File: config.mk
export PLATFORM = sky130hd
export DESIGN_NAME = alu_flags_unit
export DESIGN_NICKNAME = d
export VERILOG_FILES = /design/src/rtl/alu_flags_pkg.sv /design/src/rtl/alu_addsub.sv /design/src/rtl/alu_logic.sv /design/src/rtl/alu_decadj.sv /design/src/rtl/alu_flags_unit.sv
export SDC_FILE = /design/constraint.sdc
export NUM_CORES = 1
export LEC_CHECK = 0
export BUFFER_PORTS_ARGS = -buffer_cell sky130_fd_sc_hd__buf_4
export CELL_PAD_IN_SITES_DETAIL_PLACEMENT = 0
export CELL_PAD_IN_SITES_GLOBAL_PLACEMENT = 1
export CORE_UTILIZATION = 41
export DETAILED_ROUTE_END_ITERATION = 6
export PLACE_DENSITY = 0.86
export SKIP_LAST_GASP = 1
export SLEW_MARGIN = 30
export SYNTH_ARGS = -nofsm -noshare
export SYNTH_HDL_FRONTEND = slang
export SYNTH_HIERARCHICAL = 1
export SYNTH_SLANG_ARGS = --single-unit
File: constraint.sdc
create_clock -name clk -period 1.46 [get_ports clk]
set_clock_uncertainty 0.2 [all_clocks]
set_input_delay 0.292 -clock clk [delete_from_list [all_inputs] [get_ports clk]]
set_output_delay 0.292 -clock clk [all_outputs]
set_load 0.01 [all_outputs]
File: src/rtl/alu_flags_pkg.sv
package alu_flags_pkg;
  localparam int FLAG_W = 8;
  localparam int FL_C   = 0;
  localparam int FL_V   = 1;
  localparam int FL_Z   = 2;
  localparam int FL_N   = 3;
  localparam int FL_U0  = 4;
  localparam int FL_H   = 5;
  localparam int FL_U1  = 6;
  localparam int FL_I   = 7;

  typedef enum logic [3:0] {
    OP_ADD  = 4'd0,  OP_SUB  = 4'd1,  OP_ADDX = 4'd2,  OP_SUBX = 4'd3,
    OP_INC  = 4'd4,  OP_DEC  = 4'd5,  OP_ADDS = 4'd6,  OP_SUBS = 4'd7,
    OP_CMP  = 4'd8,  OP_NEG  = 4'd9,  OP_AND  = 4'd10, OP_OR   = 4'd11,
    OP_XOR  = 4'd12, OP_NOT  = 4'd13, OP_DAA  = 4'd14, OP_DAS  = 4'd15
  } alu_op_e;
endpackage

File: src/rtl/alu_addsub.sv
module alu_addsub #(
  parameter int W         = 8,
  parameter int NIB_CARRY = 4
) (
  input  logic [W-1:0] x,
  input  logic [W-1:0] y,
  input  logic         cin,
  input  logic         sub,
  output logic [W-1:0] sum,
  output logic         c,
  output logic         h,
  output logic         v
);
  logic [W:0]   ext;
  logic [W-1:0] diffbits;

  always_comb begin
    if (sub) ext = {1'b0, x} - {1'b0, y} - {{W{1'b0}}, cin};
    else     ext = {1'b0, x} + {1'b0, y} + {{W{1'b0}}, cin};
    sum      = ext[W-1:0];
    c        = ext[W];
    diffbits = x ^ y ^ sum;
    h        = diffbits[NIB_CARRY];
    if (sub) v = (x[W-1] != y[W-1]) && (sum[W-1] != x[W-1]);
    else     v = (x[W-1] == y[W-1]) && (sum[W-1] != x[W-1]);
  end
endmodule

File: src/rtl/alu_logic.sv
module alu_logic
  import alu_flags_pkg::*;
#(
  parameter int W = 8
) (
  input  alu_op_e      op,
  input  logic [W-1:0] x,
  input  logic [W-1:0] y,
  output logic [W-1:0] r
);
  always_comb begin
    unique case (op)
      OP_AND:  r = x & y;
      OP_OR:   r = x | y;
      OP_XOR:  r = x ^ y;
      default: r = ~x;
    endcase
  end
endmodule

File: src/rtl/alu_decadj.sv
module alu_decadj #(
  parameter int BW = 8
) (
  input  logic [BW-1:0] x,
  input  logic          sub,
  input  logic          c_in,
  input  logic          h_in,
  output logic [BW-1:0] r,
  output logic          c_out
);
  localparam logic [BW-1:0] LO_FIX = BW'(8'h06);
  localparam logic [BW-1:0] HI_FIX = BW'(8'h60);
  localparam logic [BW-1:0] HI_LIM = BW'(8'h99);

  logic          lo_need, hi_need;
  logic [BW-1:0] corr;

  always_comb begin
    if (sub) begin
      lo_need = h_in;
      hi_need = c_in;
    end else begin
      lo_need = h_in || (x[3:0] > 4'd9);
      hi_need = c_in || (x > HI_LIM);
    end
    corr  = (lo_need ? LO_FIX : '0) | (hi_need ? HI_FIX : '0);
    r     = sub ? (x - corr) : (x + corr);
    c_out = sub ? c_in : hi_need;
  end
endmodule

File: src/rtl/alu_flags_unit.sv
module alu_flags_unit
  import alu_flags_pkg::*;
#(
  parameter int DATA_W = 16
) (
  input  logic              clk,
  input  logic              rst_n,
  input  logic              in_valid,
  output logic              in_ready,
  input  logic [3:0]        in_op,
  input  logic              in_word,
  input  logic [DATA_W-1:0] in_a,
  input  logic [DATA_W-1:0] in_b,
  input  logic [FLAG_W-1:0] in_ccr,
  output logic              out_valid,
  input  logic              out_ready,
  output logic [DATA_W-1:0] out_result,
  output logic [FLAG_W-1:0] out_ccr
);
  localparam int BYTE_W = DATA_W / 2;

  alu_op_e op;
  assign op = alu_op_e'(in_op);

  logic [DATA_W-1:0] as_x, as_y;
  logic              as_cin, as_sub, use_word, arith_op, keeps_ch;

  always_comb begin
    as_x   = in_a;
    as_y   = in_b;
    as_cin = 1'b0;
    as_sub = 1'b0;
    unique case (op)
      OP_SUB, OP_CMP: as_sub = 1'b1;
      OP_ADDX:        as_cin = in_ccr[FL_C];
      OP_SUBX: begin as_sub = 1'b1; as_cin = in_ccr[FL_C]; end
      OP_INC:         as_y = DATA_W'(1);
      OP_DEC:  begin as_sub = 1'b1; as_y = DATA_W'(1); end
      OP_NEG:  begin as_sub = 1'b1; as_x = '0; as_y = in_a; end
      default: ;
    endcase
    use_word = in_word && (op == OP_ADD || op == OP_SUB || op == OP_CMP);
    arith_op = (op inside {OP_ADD, OP_SUB, OP_ADDX, OP_SUBX, OP_INC, OP_DEC, OP_CMP, OP_NEG});
    keeps_ch = (op == OP_INC || op == OP_DEC);
  end

  logic [BYTE_W-1:0] b_sum;
  logic [DATA_W-1:0] w_sum;
  logic b_c, b_h, b_v, w_c, w_h, w_v;

  alu_addsub #(.W(BYTE_W), .NIB_CARRY(4)) u_byte_as (
    .x(as_x[BYTE_W-1:0]), .y(as_y[BYTE_W-1:0]), .cin(as_cin), .sub(as_sub),
    .sum(b_sum), .c(b_c), .h(b_h), .v(b_v)
  );

  alu_addsub #(.W(DATA_W), .NIB_CARRY(BYTE_W + 4)) u_word_as (
    .x(as_x), .y(as_y), .cin(as_cin), .sub(as_sub),
    .sum(w_sum), .c(w_c), .h(w_h), .v(w_v)
  );

  logic [BYTE_W-1:0] l_res;
  alu_logic #(.W(BYTE_W)) u_logic (
    .op(op), .x(in_a[BYTE_W-1:0]), .y(in_b[BYTE_W-1:0]), .r(l_res)
  );

  logic [BYTE_W-1:0] d_res;
  logic              d_c;
  alu_decadj #(.BW(BYTE_W)) u_decadj (
    .x(in_a[BYTE_W-1:0]), .sub(op == OP_DAS), .c_in(in_ccr[FL_C]),
    .h_in(in_ccr[FL_H]), .r(d_res), .c_out(d_c)
  );

  logic [DATA_W-1:0] step, imm_res;
  assign step    = in_b[1] ? DATA_W'(2) : DATA_W'(1);
  assign imm_res = (op == OP_SUBS) ? (in_a - step) : (in_a + step);

  logic [DATA_W-1:0] nx_res, calc;
  logic [FLAG_W-1:0] nx_ccr;
  logic              calc_n;

  always_comb begin
    nx_ccr = in_ccr;
    calc   = {{(DATA_W-BYTE_W){1'b0}}, b_sum};
    calc_n = b_sum[BYTE_W-1];
    if (arith_op) begin
      if (use_word) begin
        calc   = w_sum;
        calc_n = w_sum[DATA_W-1];
      end
      nx_ccr[FL_N] = calc_n;
      nx_ccr[FL_Z] = (calc == '0);
      nx_ccr[FL_V] = use_word ? w_v : b_v;
      if (!keeps_ch) begin
        nx_ccr[FL_C] = use_word ? w_c : b_c;
        nx_ccr[FL_H] = use_word ? w_h : b_h;
      end
      nx_res = (op == OP_CMP) ? in_a : calc;
    end else if (op == OP_ADDS || op == OP_SUBS) begin
      nx_res = imm_res;
    end else if (op == OP_DAA || op == OP_DAS) begin
      nx_res       = {{(DATA_W-BYTE_W){1'b0}}, d_res};
      nx_ccr[FL_N] = d_res[BYTE_W-1];
      nx_ccr[FL_Z] = (d_res == '0);
      nx_ccr[FL_C] = d_c;
    end else begin
      nx_res       = {{(DATA_W-BYTE_W){1'b0}}, l_res};
      nx_ccr[FL_N] = l_res[BYTE_W-1];
      nx_ccr[FL_Z] = (l_res == '0);
      nx_ccr[FL_V] = 1'b0;
    end
  end

  logic accept;
  assign in_ready = !out_valid || out_ready;
  assign accept   = in_valid && in_ready;

  always_ff @(posedge clk or negedge rst_n) begin
    if (!rst_n) begin
      out_valid  <= 1'b0;
      out_result <= '0;
      out_ccr    <= '0;
    end else if (accept) begin
      out_valid  <= 1'b1;
      out_result <= nx_res;
      out_ccr    <= nx_ccr;
    end else if (out_ready) begin
      out_valid  <= 1'b0;
    end
  end
endmodule

# Word-level counts from Yosys, hierarchy flattened
# Index checks and enable logic that the tools add are counted.
# word_totals
wordCells,107
output_inout_bits,26
input_bits,49
register_bits,25
# classes
order_cmp,2
n_bitwise,9
n_mux,37
addsub,12
reduce_logical,24
eq_ne,20
# ops
cell,n
two-way mux 16 bit,7
one-hot mux 16 bit (2 select lines),1
== test 4 bit (second input constant),7
XOR 13 bit,2
one-hot mux 8 bit (3 select lines),1
two-way mux 1 bit,18
adder 16 x 16 -> 17 bit,1
adder 17 x 1 -> 17 bit,1
two-way mux 17 bit,1
subtractor 16 x 16 -> 17 bit,1
subtractor 17 x 1 -> 17 bit,1
adder 16 x 2 -> 16 bit,1
== test 4 x 3 -> 1 bit (second input constant),4
zero test 16 bit,1
zero test 8 bit,2
two-way mux 8 bit,2
bitwise OR 8 bit,2
subtractor 16 x 2 -> 16 bit,1
XOR 5 bit,2
adder 8 x 8 -> 9 bit,1
adder 9 x 1 -> 9 bit,1
two-way mux 9 bit,1
subtractor 8 x 8 -> 9 bit,1
subtractor 9 x 1 -> 9 bit,1
other kinds (23),43

# Logic depth before layout (Yosys ltp)
# logic_depth
word_depth,11
depth_mapped,22
mapped_depth_nobuf,19

# Modules after synthesis
# The synthesis kept the hierarchy.
# by_module_without_submodules
module,cells_each,instances,area_per_inst_um2,seq_area_each_um2
alu_flags_unit,383,1,2750.1,625.6
alu_addsub (u_word_as),312,1,2157.1,0.0
alu_addsub (u_byte_as),135,1,999.7,0.0
alu_logic,75,1,576.8,0.0
alu_decadj,55,1,387.9,0.0

# Least setup slack after synthesis
# Ideal clock, no wire load.
# synth_timing
kind,input port to flip-flop
from,input port in_op[2]
to,register out_ccr[2]
required_ns,1.177
slack_ns,-2.907
setup_ns,0.083
path_stages,20
path_buffers,2
arrival_ns,4.084
cell_sequence,buf_2 nand3b_1 a21o_1 clkbuf_1 a22oi_1 fa_1 inv_1 fa_1 nand2b_1 a21oi_2 o211ai_1 a2111oi_2 nor2_1 xnor2_1 mux2i_1 nor4_1 nand4_1 a21oi_1 o21ai_0 o21ai_0
# synth_between
elab_chain_len,10
elab_cells_between_ends,55
cone_classes,10 x add/sub; 14 x eq/ne; 17 x mux; 1 x bitwise; 13 x reduce/logical
# synth_lines
element,line,source
start: declaration,alu_flags_unit.sv:10,"input logic [3:0] in_op,"
== test 4 x 3 -> 1 bit,alu_flags_unit.sv:33,unique case (op)
OR reduction 2 bit (no source line),--,
one-hot mux 16 bit (2 select lines) (*),alu_flags_unit.sv:33,
via as_y[0],alu_flags_unit.sv:25,"logic [DATA_W-1:0] as_x, as_y;"
adder 16 x 16 -> 17 bit or subtractor 16 x 16 -> 17 bit (tied branches),"alu_addsub.sv:19, alu_addsub.sv:18",
adder 17 x 1 -> 17 bit or subtractor 17 x 1 -> 17 bit (tied branches),"alu_addsub.sv:19, alu_addsub.sv:18",
two-way mux 17 bit (*),alu_addsub.sv:18,"if (sub) ext = {1'b0, x} - {1'b0, y} - {{W{1'b0}}, cin};"
via w_sum[12],alu_flags_unit.sv:48,logic [DATA_W-1:0] w_sum;
two-way mux 16 bit (*),alu_flags_unit.sv:86,if (use_word) begin
two-way mux 16 bit (*),alu_flags_unit.sv:85,if (arith_op) begin
zero test 16 bit (*),alu_flags_unit.sv:91,nx_ccr[FL_Z] = (calc == '0);
two-way mux 4 bit (*),alu_flags_unit.sv:85,
end signal: assignment,alu_flags_unit.sv:125,out_ccr <= nx_ccr;
end: declaration,alu_flags_unit.sv:18,output logic [FLAG_W-1:0] out_ccr
# Mark *: on every way through the listed nets, which the timed path passes. The rest lies on a longest branch. The select of a mux whose other input is x is not followed.
# A chain may end at the register's enable or synchronous reset.

# Final worst setup path
# layout_timing
from,input port in_op[3]
to,register out_ccr[2]
# The elaborated chain is that of the path after synthesis.

==> results.py <==
metrics = {
    "layout": {
        "drive_gt1_frac": 0.472,
        "nets": 1458,
        "seq_area_um2": 626,
        "stdcell_area_um2": 11400,
        "final_util": 0.706,
        "syn_to_final_growth_pct": 65.5,
        "n_fill_cell": 1206,
        "multiInputGateArea_um2": 6810,
        "diodes": 0,
        "fin_cells": 1522,
    },
    "sta": {
        "worstMarginPinSlew_ps": 652,
        "slew_headroom": 0.554,
        "maxSlewViolCount": 0,
        "rsz0062_at_grt": "yes",
        "setup_tns_ps": -47590,
        "final-setup-viol-count": 22,
        "holdWs_ps": 12.6,
        "fmax_mhz": 245,
        "hold_viol_final": 0,
        "fin_crit_ps": 4070,
        "worst_slack_ps": -2610,
        "period_share": 2.79,
    },
    "cts": {
        "cts_max_level": 1,
        "cts.sinks": 25,
        "worstSkewPairLatency_ps": 260,
        "cts_made_buffers": 3,
        "max-clock-path-buffers": 2,
        "cts_tree": "built",
        "cts.clk_slew.worst_paths_ps": 70,
        "cts_root_buffer": "clkbuf_16",
    },
    "yosys": {
        "synthesis.nets": 1111,
        "syn_area_per_cell_um2": 7.16,
        "ys.flop_type": "dfrtp_1",
        "synth_cells": 960,
        "synth-edff-count": 0,
        "yosysWarnings": 6,
        "yosysUniqueCellTypes": 90,
        "synth_top_area_share": 0.169,
        "yosys-top-cells-area": "ha_1 (17%), dfrtp_1 (9.1%), xnor2_1 (6.1%)",
        "syn_area_um2": 6870,
        "yosys.area.top_type": "ha_1",
        "ys_seq_elements": 25,
        "async_reset_ff_frac": 1.00,
        "yosysSeqAreaShare": 0.0910,
    },
    "power_and_ir_drop": {
        "p_comb_frac": 0.816,
        "power.switching_mw": 3.66,
        "p_leak_nw": 5.28,
        "swShare": 0.444,
        "powerDensity_nw_per_um2": 724,
        "sequentialPowerShare": 0.107,
        "power_mw": 8.23,
        "p_int_mw": 4.57,
        "pwr-share-clk": 0.076,
        "vdd.ir_drop.worst_mv": 0.480,
    },
    "route": {
        "vias_per_cell": 5.72,
        "drc": 0,
        "vias": 8703,
        "postRouteAntennaNets": 0,
        "initialDrtViolationCount": 872,
        "avgRoutedWirePerCell_um": 18.7,
        "firstDrtPassIters": 6,
        "drt-total-wl_mm": 28.5,
    },
    "worst_setup_path": {
        "timing.reg2reg.setup_slack_ps": -60,
        "reg2reg_depth": 6,
        "worst_r2r_endpoint": "out_result[11]",
        "cp-start-kind": "input port",
        "regToRegStartpoint": "out_valid",
        "critical_path.startpoint": "in_op[3]",
        "endpoint_kind": "flop",
        "crit_required_ps": 1450,
        "worstSetupPathType": "input port to flop",
        "critPathMaxFanout": 8,
        "cp.arrival_ps": 4070,
    },
    "global_routing": {
        "grt.overflow.total": 0,
        "grt_max_degree": 35,
        "antenna_found_initial": 0,
        "grt_pass1_vias": 8403,
        "grt_pass1_wl_mm": 42.6,
        "grt_use_total": 0.300,
    },
    "min_path": {
        "hold_path_depth": 3,
        "min_path_type": "input port to flop",
        "min_to": "out_ccr[6]",
        "worstHoldStart": "in_ccr[6]",
    },
    "floorplan": {
        "ioPinCount": 75,
        "floorplan.initialDensity": 0.426,
        "core_um2": 16100,
        "row_count": 46,
        "dieWidth_um": 131,
        "die-height_um": 131,
        "dieArea_um2": 17300,
    },
    "placement": {
        "port_buffers": 74,
        "post-place-ws_ps": -2920,
        "place_area_um2": 9810,
        "dp_hpwl_mm": 19.9,
        "dp_cells": 1487,
        "gp_congestion": 0.980,
    },
    "outcome": {
        "violations": "setup timing",
        "status": "complete, but fails checks",
    },
    "flow_run": {
        "maxCapViolCount": 0,
    },
}
-- layer usage --
layer	track usage	vias up	routed length, um
li1	-	4069	-
met1	0.389	4110	11700
met2	0.526	420	13900
met3	0.0228	104	1900
met4	0.0950	0	964
met5	0	-	0
-- cell usage after synthesis (4+ instances only) --
library cell / n
o21ai_1: 5
xnor2_1: 48
a211o_1: 4
o22ai_1: 11
and2b_1: 7
ha_1: 93
o31ai_1: 5
dfrtp_1: 25
a22oi_1: 8
or3_1: 6
a22o_1: 18
mux2_2: 7
nor2_1: 62
nor2b_1: 28
inv_1: 107
nor4_1: 15
a21o_1: 7
a211oi_1: 6
o21a_1: 15
clkbuf_1: 24
and3_1: 6
mux2i_1: 17
nand3b_1: 4
fa_1: 9
nor3_1: 16
nand3_1: 27
a31oi_1: 10
o21ai_0: 54
buf_2: 12
o211ai_1: 10
nand2_1: 94
or2_2: 5
buf_6: 5
buf_4: 5
xor2_1: 13
nand2b_1: 13
a21oi_1: 81
-- power groups by stage --
stage	clock network, mW	logic, mW	registers [mW]
6_report	0.626	6.72	0.884
5_1_grt	0.669	7.13	0.896
4_1_cts	0.637	6.02	0.881
3_5_place_dp	0	5.28	0.894
3_3_place_gp	0	5.20	0.891
2_1_floorplan	0	2.80	0.934
-- worst max-delay path by stage --
stage,slack (ps),endpoint,cells past startpoint
after floorplan,-2590,out_ccr[2],20
after global placement,-2790,out_ccr[2],19
after detailed placement,-2920,out_ccr[0],19
after CTS,-2400,out_ccr[2],22
after global routing,-2830,out_ccr[2],22
final,-2610,out_ccr[2],22
-- repair_timing --
item | CTS | global route
endpoints found under the hold margin | 25 | 0
resized for setup | 177 | 69
endpoints found under the setup margin | 22 | 22
pin swaps | 90 | 87
hold buffers | 1 | 0
gates cloned | 2 | 1
setup buffers | 13 | 20
-- cells in the final DEF (no fill, tap or decap), drive strengths merged, types with 5 or more instances in the layout --
cell	netlist	routed
or3	7	7
o31ai	5	5
buf	25	389
nor2	62	62
xnor2	48	48
xor2	13	13
fa	9	9
mux2i	17	17
a221oi	5	5
nor2b	29	29
dfrtp	25	25
nand2b	13	13
a21oi	82	82
and2b	9	9
and3	6	6
nand2	94	94
o21ai	59	59
or2	6	6
ha	93	93
nand3	27	27
a22oi	9	9
a21o	8	8
o22ai	12	12
inv	107	107
o211ai	10	10
o21a	15	15
a31oi	10	10
a211oi	8	8
nor4	15	15
a22o	18	18
mux2	7	7
nor3	19	19
-- cell families after synthesis --
family / count (synthesis) / synth area share
simple gates: 309 / 0.230
compound gates: 279 / 0.268
buf+inv: 158 / 0.0969
fa+ha+maj: 103 / 0.197
xor+xnor: 62 / 0.0810
flops: 25 / 0.0910
mux: 24 / 0.0362
-- worst max-delay path: stages --
cell and delay [ps]:
buf_6 100, nand3b_1 170, buf_4 170, nor2_4 40
buf_12 140, a22oi_2 280, fa_2 280, inv_2 50
fa_2 390, nand2b_4 160, a21oi_4 130, o211ai_1 100
buf_4 160, a2111oi_4 420, nor2_2 120, xnor2_1 180
mux2i_1 120, nor4_1 280, nand4_1 140, a21oi_2 140
o21ai_1 60, o21ai_1 130
-- cell type report --
class / count / area share
multi-input combinational: 777 / 0.599
sequential: 25 / 0.0550
tap: 216 / 0.0238
clock inverter: 1 / 0.000440
timing repair buffer: 392 / 0.280
inverter: 108 / 0.0356
clock buffer: 3 / 0.00660
-- registers in the layout, indices dropped and copies added, names as in the netlist --
name,cells
out_result,16
out_valid,1
out_ccr,8
No activity file was read; power rests on OpenSTA's default activity.
